===== config.mk =====
export PLATFORM = sky130hd
export DESIGN_NAME = lcd_raster_timing
export DESIGN_NICKNAME = d
export VERILOG_FILES = /design/src/rtl/lrt_pkg.sv /design/src/rtl/lrt_axis_cnt.sv /design/src/rtl/lrt_irq.sv /design/src/rtl/lcd_raster_timing.sv
export SDC_FILE = /design/constraint.sdc
export NUM_CORES = 1
export LEC_CHECK = 0
export BUFFER_PORTS_ARGS = -buffer_cell sky130_fd_sc_hd__buf_2
export CORE_UTILIZATION = 60
export CTS_CLUSTER_DIAMETER = 150
export DETAILED_ROUTE_END_ITERATION = 7
export HOLD_SLACK_MARGIN = 0.15
export PLACE_DENSITY = 0.92
export SYNTH_ARGS = -nofsm -noshare
export SYNTH_HDL_FRONTEND = slang
export SYNTH_SLANG_ARGS = --single-unit

===== constraint.sdc =====
create_clock -name clk -period 8.05 [get_ports clk]
set_clock_uncertainty 0.1 [all_clocks]
set_input_delay 0.805 -clock clk [delete_from_list [all_inputs] [get_ports clk]]
set_output_delay 0.805 -clock clk [all_outputs]
set_load 0.03 [all_outputs]

===== src/rtl/lrt_pkg.sv =====
package lrt_pkg;
   localparam int FMT_CODES = 4;

   function automatic logic [FMT_CODES-1:0] fmt_onehot(input logic [3:0] code);
      logic [FMT_CODES-1:0] sel;
      sel = '0;
      for (int i = 0; i < FMT_CODES; i++) begin
         if (code == 4'(i)) sel[i] = 1'b1;
      end
      return sel;
   endfunction
endpackage


===== src/rtl/lrt_axis_cnt.sv =====
module lrt_axis_cnt #(
   parameter int CW        = 16,
   parameter bit BP_BIASED = 1'b1
) (
   input  logic          clk,
   input  logic          rst_n,
   input  logic          clr,
   input  logic          step,
   input  logic [CW-1:0] sync_f,
   input  logic [CW-1:0] bp_f,
   input  logic [CW-1:0] act_f,
   input  logic [CW-1:0] fp_f,
   output logic          at_origin,
   output logic          wrap,
   output logic          in_sync,
   output logic          in_act,
   output logic [CW-1:0] pos
);
   localparam int CNTW = CW + 3;

   if (CW < 2 || CW > 16) begin : g_bad_cw
      $error("lrt_axis_cnt: CW out of range");
   end

   logic [CNTW-1:0] cnt;
   logic [CNTW-1:0] sync_len, bp_len, act_start, act_end, total;

   if (BP_BIASED) begin : g_bp_biased
      assign bp_len = CNTW'(bp_f) + CNTW'(1);
   end else begin : g_bp_plain
      assign bp_len = CNTW'(bp_f);
   end

   assign sync_len  = CNTW'(sync_f) + CNTW'(1);
   assign act_start = sync_len + bp_len;
   assign act_end   = act_start + CNTW'(act_f) + CNTW'(1);
   assign total     = act_end + CNTW'(fp_f) + CNTW'(1);

   assign wrap      = (cnt >= total - CNTW'(1));
   assign at_origin = (cnt == '0);
   assign in_sync   = (cnt < sync_len);
   assign in_act    = (cnt >= act_start) && (cnt < act_end);
   assign pos       = in_act ? CW'(cnt - act_start) : '0;

   always_ff @(posedge clk or negedge rst_n) begin
      if (!rst_n)       cnt <= '0;
      else if (clr)     cnt <= '0;
      else if (step)    cnt <= wrap ? '0 : cnt + CNTW'(1);
   end

   // R2 (and R3 for the line axis): count wraps to zero after the last position
   a_r2_wrap_zero: assert property (@(posedge clk) disable iff (!rst_n)
      (step && !clr && wrap) |=> at_origin);
   // clear holds the count at zero
   a_r7_clr_zero: assert property (@(posedge clk) disable iff (!rst_n)
      clr |=> at_origin);
   // active position lies inside the segment
   a_r6_pos_bound: assert property (@(posedge clk) disable iff (!rst_n)
      in_act |-> (pos <= act_f));
endmodule


===== src/rtl/lrt_irq.sv =====
module lrt_irq (
   input  logic clk,
   input  logic rst_n,
   input  logic sof,
   input  logic en_wr,
   input  logic dis_wr,
   input  logic stat_rd,
   output logic status,
   output logic irq
);
   logic mask;

   always_ff @(posedge clk or negedge rst_n) begin
      if (!rst_n) begin
         status <= 1'b0;
         mask   <= 1'b0;
      end else begin
         if (sof)          status <= 1'b1;
         else if (stat_rd) status <= 1'b0;
         if (dis_wr)       mask <= 1'b0;
         else if (en_wr)   mask <= 1'b1;
      end
   end

   assign irq = status & mask;

   // a frame start always leaves the flag set
   a_r8_sof_sets: assert property (@(posedge clk) disable iff (!rst_n)
      sof |=> status);
   // a read without a concurrent frame start clears the flag
   a_r8_rd_clears: assert property (@(posedge clk) disable iff (!rst_n)
      (stat_rd && !sof) |=> !status);
   // a rising interrupt needs a frame start or an unmask just before
   a_r9_irq_cause: assert property (@(posedge clk) disable iff (!rst_n)
      $rose(irq) |-> ($past(sof) || $past(en_wr)));
   // disable masks the line
   a_r9_dis_masks: assert property (@(posedge clk) disable iff (!rst_n)
      dis_wr |=> !irq);
endmodule


===== src/rtl/lcd_raster_timing.sv =====
module lcd_raster_timing #(
   parameter int CW = 16
) (
   input  logic            clk,
   input  logic            rst_n,
   input  logic            sync_en,
   input  logic            disp_en,
   input  logic [2*CW-1:0] cfg_sync,
   input  logic [2*CW-1:0] cfg_vporch,
   input  logic [2*CW-1:0] cfg_hporch,
   input  logic [2*CW-1:0] cfg_active,
   input  logic            hs_inv,
   input  logic            vs_inv,
   input  logic [3:0]      fmt_code,
   input  logic            int_en,
   input  logic            int_dis,
   input  logic            int_rd,
   output logic            hsync,
   output logic            vsync,
   output logic            den,
   output logic [CW-1:0]   pix_x,
   output logic [CW-1:0]   pix_y,
   output logic            irq,
   output logic            int_status,
   output logic [3:0]      bus_fmt
);
   import lrt_pkg::*;

   logic h_org, h_wrap, h_sync, h_act;
   logic v_org, v_wrap, v_sync, v_act;
   logic sof;

   lrt_axis_cnt #(.CW(CW), .BP_BIASED(1'b1)) h_cnt_i (
      .clk(clk), .rst_n(rst_n), .clr(!sync_en), .step(sync_en),
      .sync_f(cfg_sync[CW-1:0]), .bp_f(cfg_hporch[2*CW-1:CW]),
      .act_f(cfg_active[CW-1:0]), .fp_f(cfg_hporch[CW-1:0]),
      .at_origin(h_org), .wrap(h_wrap), .in_sync(h_sync), .in_act(h_act),
      .pos(pix_x));

   lrt_axis_cnt #(.CW(CW), .BP_BIASED(1'b0)) v_cnt_i (
      .clk(clk), .rst_n(rst_n), .clr(!sync_en), .step(sync_en && h_wrap),
      .sync_f(cfg_sync[2*CW-1:CW]), .bp_f(cfg_vporch[2*CW-1:CW]),
      .act_f(cfg_active[2*CW-1:CW]), .fp_f(cfg_vporch[CW-1:0]),
      .at_origin(v_org), .wrap(v_wrap), .in_sync(v_sync), .in_act(v_act),
      .pos(pix_y));

   assign sof = sync_en && h_org && v_org;

   lrt_irq irq_i (
      .clk(clk), .rst_n(rst_n), .sof(sof), .en_wr(int_en), .dis_wr(int_dis),
      .stat_rd(int_rd), .status(int_status), .irq(irq));

   assign hsync   = (sync_en && h_sync) ^ hs_inv;
   assign vsync   = (sync_en && v_sync) ^ vs_inv;
   assign den     = sync_en && disp_en && h_act && v_act;
   assign bus_fmt = fmt_onehot(fmt_code);

   // data enable only with both staged enables
   a_r5_den_gated: assert property (@(posedge clk) disable iff (!rst_n)
      den |-> (sync_en && disp_en));
   // the frame start lasts a single clock
   a_r8_sof_single: assert property (@(posedge clk) disable iff (!rst_n)
      sof |=> !sof);
   // syncs idle while the sync stage is off
   a_r7_sync_idle: assert property (@(posedge clk) disable iff (!rst_n)
      !sync_en |-> (hsync == hs_inv && vsync == vs_inv));
   // format select is never more than one-hot
   a_r10_fmt_onehot: assert property (@(posedge clk) disable iff (!rst_n)
      $onehot0(bus_fmt));
   // active data implies the line is inside the active rows
   a_r6_den_rows: assert property (@(posedge clk) disable iff (!rst_n)
      den |-> v_act);
   // the last clock of a line is never the first one after reset of the count
   a_r2_wrap_after_origin: assert property (@(posedge clk) disable iff (!rst_n)
      (sync_en && h_org) |-> !h_wrap);
endmodule


==> metrics.md <==
| Metric | Value |
|---|---|
| Busiest grt layer | met2 |
| Vias | 12,050 |
| Period utilization | 0.968 |
| R2R cell count | 11 |
| Routed Antenna Nets | 0 |
| Launch point of the worst path | cfg_sync[16] |
| Grt ovf | 0 |
| Multi-input logic area | 9910 sq um |
| Avg Cell Area, Syn | 7.53 sq um |
| Syn-to-layout area delta | 12.7% |
| Asr flop ratio synth | 1.00 |
| Mapped Area | 11,400 sq um |
| Critical path peak fanout | 17 |
| Total GRT Usage | 0.323 |
| Startpoint class of the critical path | input pin |
| Max Clock Freq | 0.128 GHz |
| Initial antenna violation count | 1 |
| M2 GR Usage | 0.603 |
| Lkg Pwr | 6.88 nW |
| Routed len/inst | 16.8 microns |
| Final core utilization | 0.689 |
| Worst EP required | 7.14 ns |
| Total Power | 2.47 mW |
| Worst slew pin tran | 0.913 ns |
| Sequential cell area fraction in the yosys report | 0.0875 |
| CTS tree | yes |
| Register-to-register setup slack | 4.62 ns |
| Core area | 18,700 sq um |
| Worst r2r src | h_cnt_i.cnt[1] |
| Cell area power density | 192 nW/um^2 |
| Outcome | completed |
| Final instance area | 12,900 sq um |
| First-pass GRT wire length | 52,500 microns |
| Post-DP HPWL | 27,400 microns |
| Num CTS Buffers | 5 |
| Setup TNS | 0 ns |
| FF/Latch Area | 1000 sq um |
| Post-layout min period | 7.79 ns |
| Crit path to | pix_y[12] |
| Layout cells sized above 1 | 0.132 |
| Clock Latency Late Sink | 0.28 ns |
| Drt first pass iters | 7 |
| Final net count | 2,110 |
| R2R Path End | v_cnt_i.cnt[6] |
| Synth Instances | 1,518 |
| Initial Util | 0.611 |
| Worst-path clk slew | 0.06 ns |
| Max cap viols | 0 |
| Die area | 19,600 sq um |
| Seq cells post-synth | 40 |
| Final setup fails | 0 |
| Pin count of the biggest net entering global routing | 41 |
| Final GP Congestion | 0.966 |
| Critical path capture point type | output pin |
| Slew Limit Fails | 0 |
| Post-synth EDFFs | 0 |
| Hold_ws | 0.386 ns |
| Root buf cell | clkbuf_16 |
| Vias in the first global route | 11,581 |
| Row count | 50 |
| Max Root-Sink Buffers | 2 |
| First DRT Iteration DRCs | 759 |
| Yosys warns | 0 |
| Most frequent cells in the layout | ha_1, buf_2, inv_1, nor2_1, o21ai_0 |
| Die Span X | 140 microns |
| CP arrival | 6.88 ns |
| Fill cells | 1,534 |
| Distinct cells, synth | 66 |
| IO buf count | 181 |
| Clock sinks | 40 |
| Final wirelength | 32,600 microns |
| Residual DRC count | 0 |
| Max VDD drop | 0.0890 mV |
| I/O pin count | 182 |
| Final Hold Viols | 0 |
| Die Ht | 140 microns |
| Synth Flop Type | dfrtp_1 |
| Most common cell after layout, fill and taps aside | ha_1 |
| Slew headroom | 0.391 |
| Vias per cell | 6.21 |
| Setup CP Type | input pin to output pin |
| Mapped Nets | 1,925 |
| GR Layer Usage met1 | 0.376 |
| H-tree levels | 2 |
| Hold Crit Class | flop to flop |
| M3 GR Usage | 0.0243 |
| Area after DPL | 12,600 sq um |
## layer usage
metal,vias to the layer above,share of wire
li1,5848,-
met1,5606,0.41
met2,490,0.49
met4,0,0.043
met5,-,0
met3,106,0.054
## power breakdown
group	internal [mW]	switching (mW)	leakage (nW)	total, mW
sequential	0.206	0.0118	0.552	0.218
combinational	0.880	1.17	6.26	2.05
clock	0.123	0.0786	0.0701	0.202
## flip-flops by register name (all words and copies together) (netlist names)
name,count
h_cnt_i.cnt,19
v_cnt_i.cnt,19
irq_i.mask,1
irq_i.status,1
## cell type report
type                    instances  area share
well taps                     234      0.0227
clock buffers                   7      0.0111
inverters                     150      0.0437
diodes                          1    0.000194
multi-input cells            1317       0.769
clock inverters                 1    0.000582
flip-flops and latches         40      0.0777
repair buffers                189      0.0751
## per-stage QoR
step / std cells / setup WS [ns]
floorplan: 1518 / 0.618
global placement: 1928 / 0.0743
detailed placement: 1928 / -0.223
CTS: 1936 / 0.0370
global route: 1939 / -0.0347
finish: 1939 / 0.261
## Yosys cell counts, types with 24 or more instances
cell,count,area share
a21o_1,49,0.032
a21oi_1,97,0.042
and3_1,28,0.015
dfrtp_1,40,0.088
ha_1,258,0.28
inv_1,150,0.049
nand2_1,87,0.029
nand2b_1,35,0.019
nand3_1,44,0.019
nand4_1,24,0.013
nor2_1,139,0.046
nor2b_1,33,0.018
nor3_1,48,0.021
o21a_1,36,0.024
o21ai_0,96,0.042
xnor2_1,80,0.061
xor2_1,71,0.054
## cells by family after synthesis
family | share of synthesized area
adders and majority gates | 0.296
buffers and inverters | 0.0538
muxes | 0.00263
xor gates and xnor gates | 0.116
and+or+nand+nor | 0.222
AOI/OAI and AO/OA | 0.222
DFF | 0.0875
## critical path: stages
cell	delay (ns)
buf_2	0.13
ha_1	0.24
xor2_1	0.25
ha_1	0.31
a21o_1	0.21
a21oi_2	0.21
a21oi_1	0.16
a21oi_1	0.18
o21bai_1	0.11
a21o_1	0.20
a21oi_2	0.18
xnor2_1	0.20
ha_1	0.28
a21oi_1	0.21
or3b_2	0.46
o221ai_1	0.25
o2111ai_1	0.24
xor2_2	0.20
ha_1	0.31
a21o_1	0.18
a21o_1	0.17
a221oi_1	0.38
o211ai_1	0.15
buf_4	0.23
nor4_2	0.36
buf_2	0.26
## how the worst min path moves through the flow
stage / startpoint / endpoint / slack, ns / cells after the start
finish: irq_i.mask / irq_i.mask / 0.39 / 2
global route: irq_i.mask / irq_i.mask / 0.44 / 2
CTS: irq_i.mask / irq_i.mask / 0.39 / 2
detailed placement: irq_i.mask / irq_i.mask / 0.38 / 2
global placement: irq_i.mask / irq_i.mask / 0.37 / 2
floorplan: irq_i.mask / irq_i.mask / 0.35 / 2
## repair_timing
action / 4_1_cts / 5_1_grt
resized for setup: 2 / 17
pin swaps: 0 / 1
gates cloned: 0 / 1
endpoints found under the setup margin: 2 / 55
hold buffers: 0 / 0
setup buffers: 0 / 1
No activity file was read; power rests on OpenSTA's default activity.
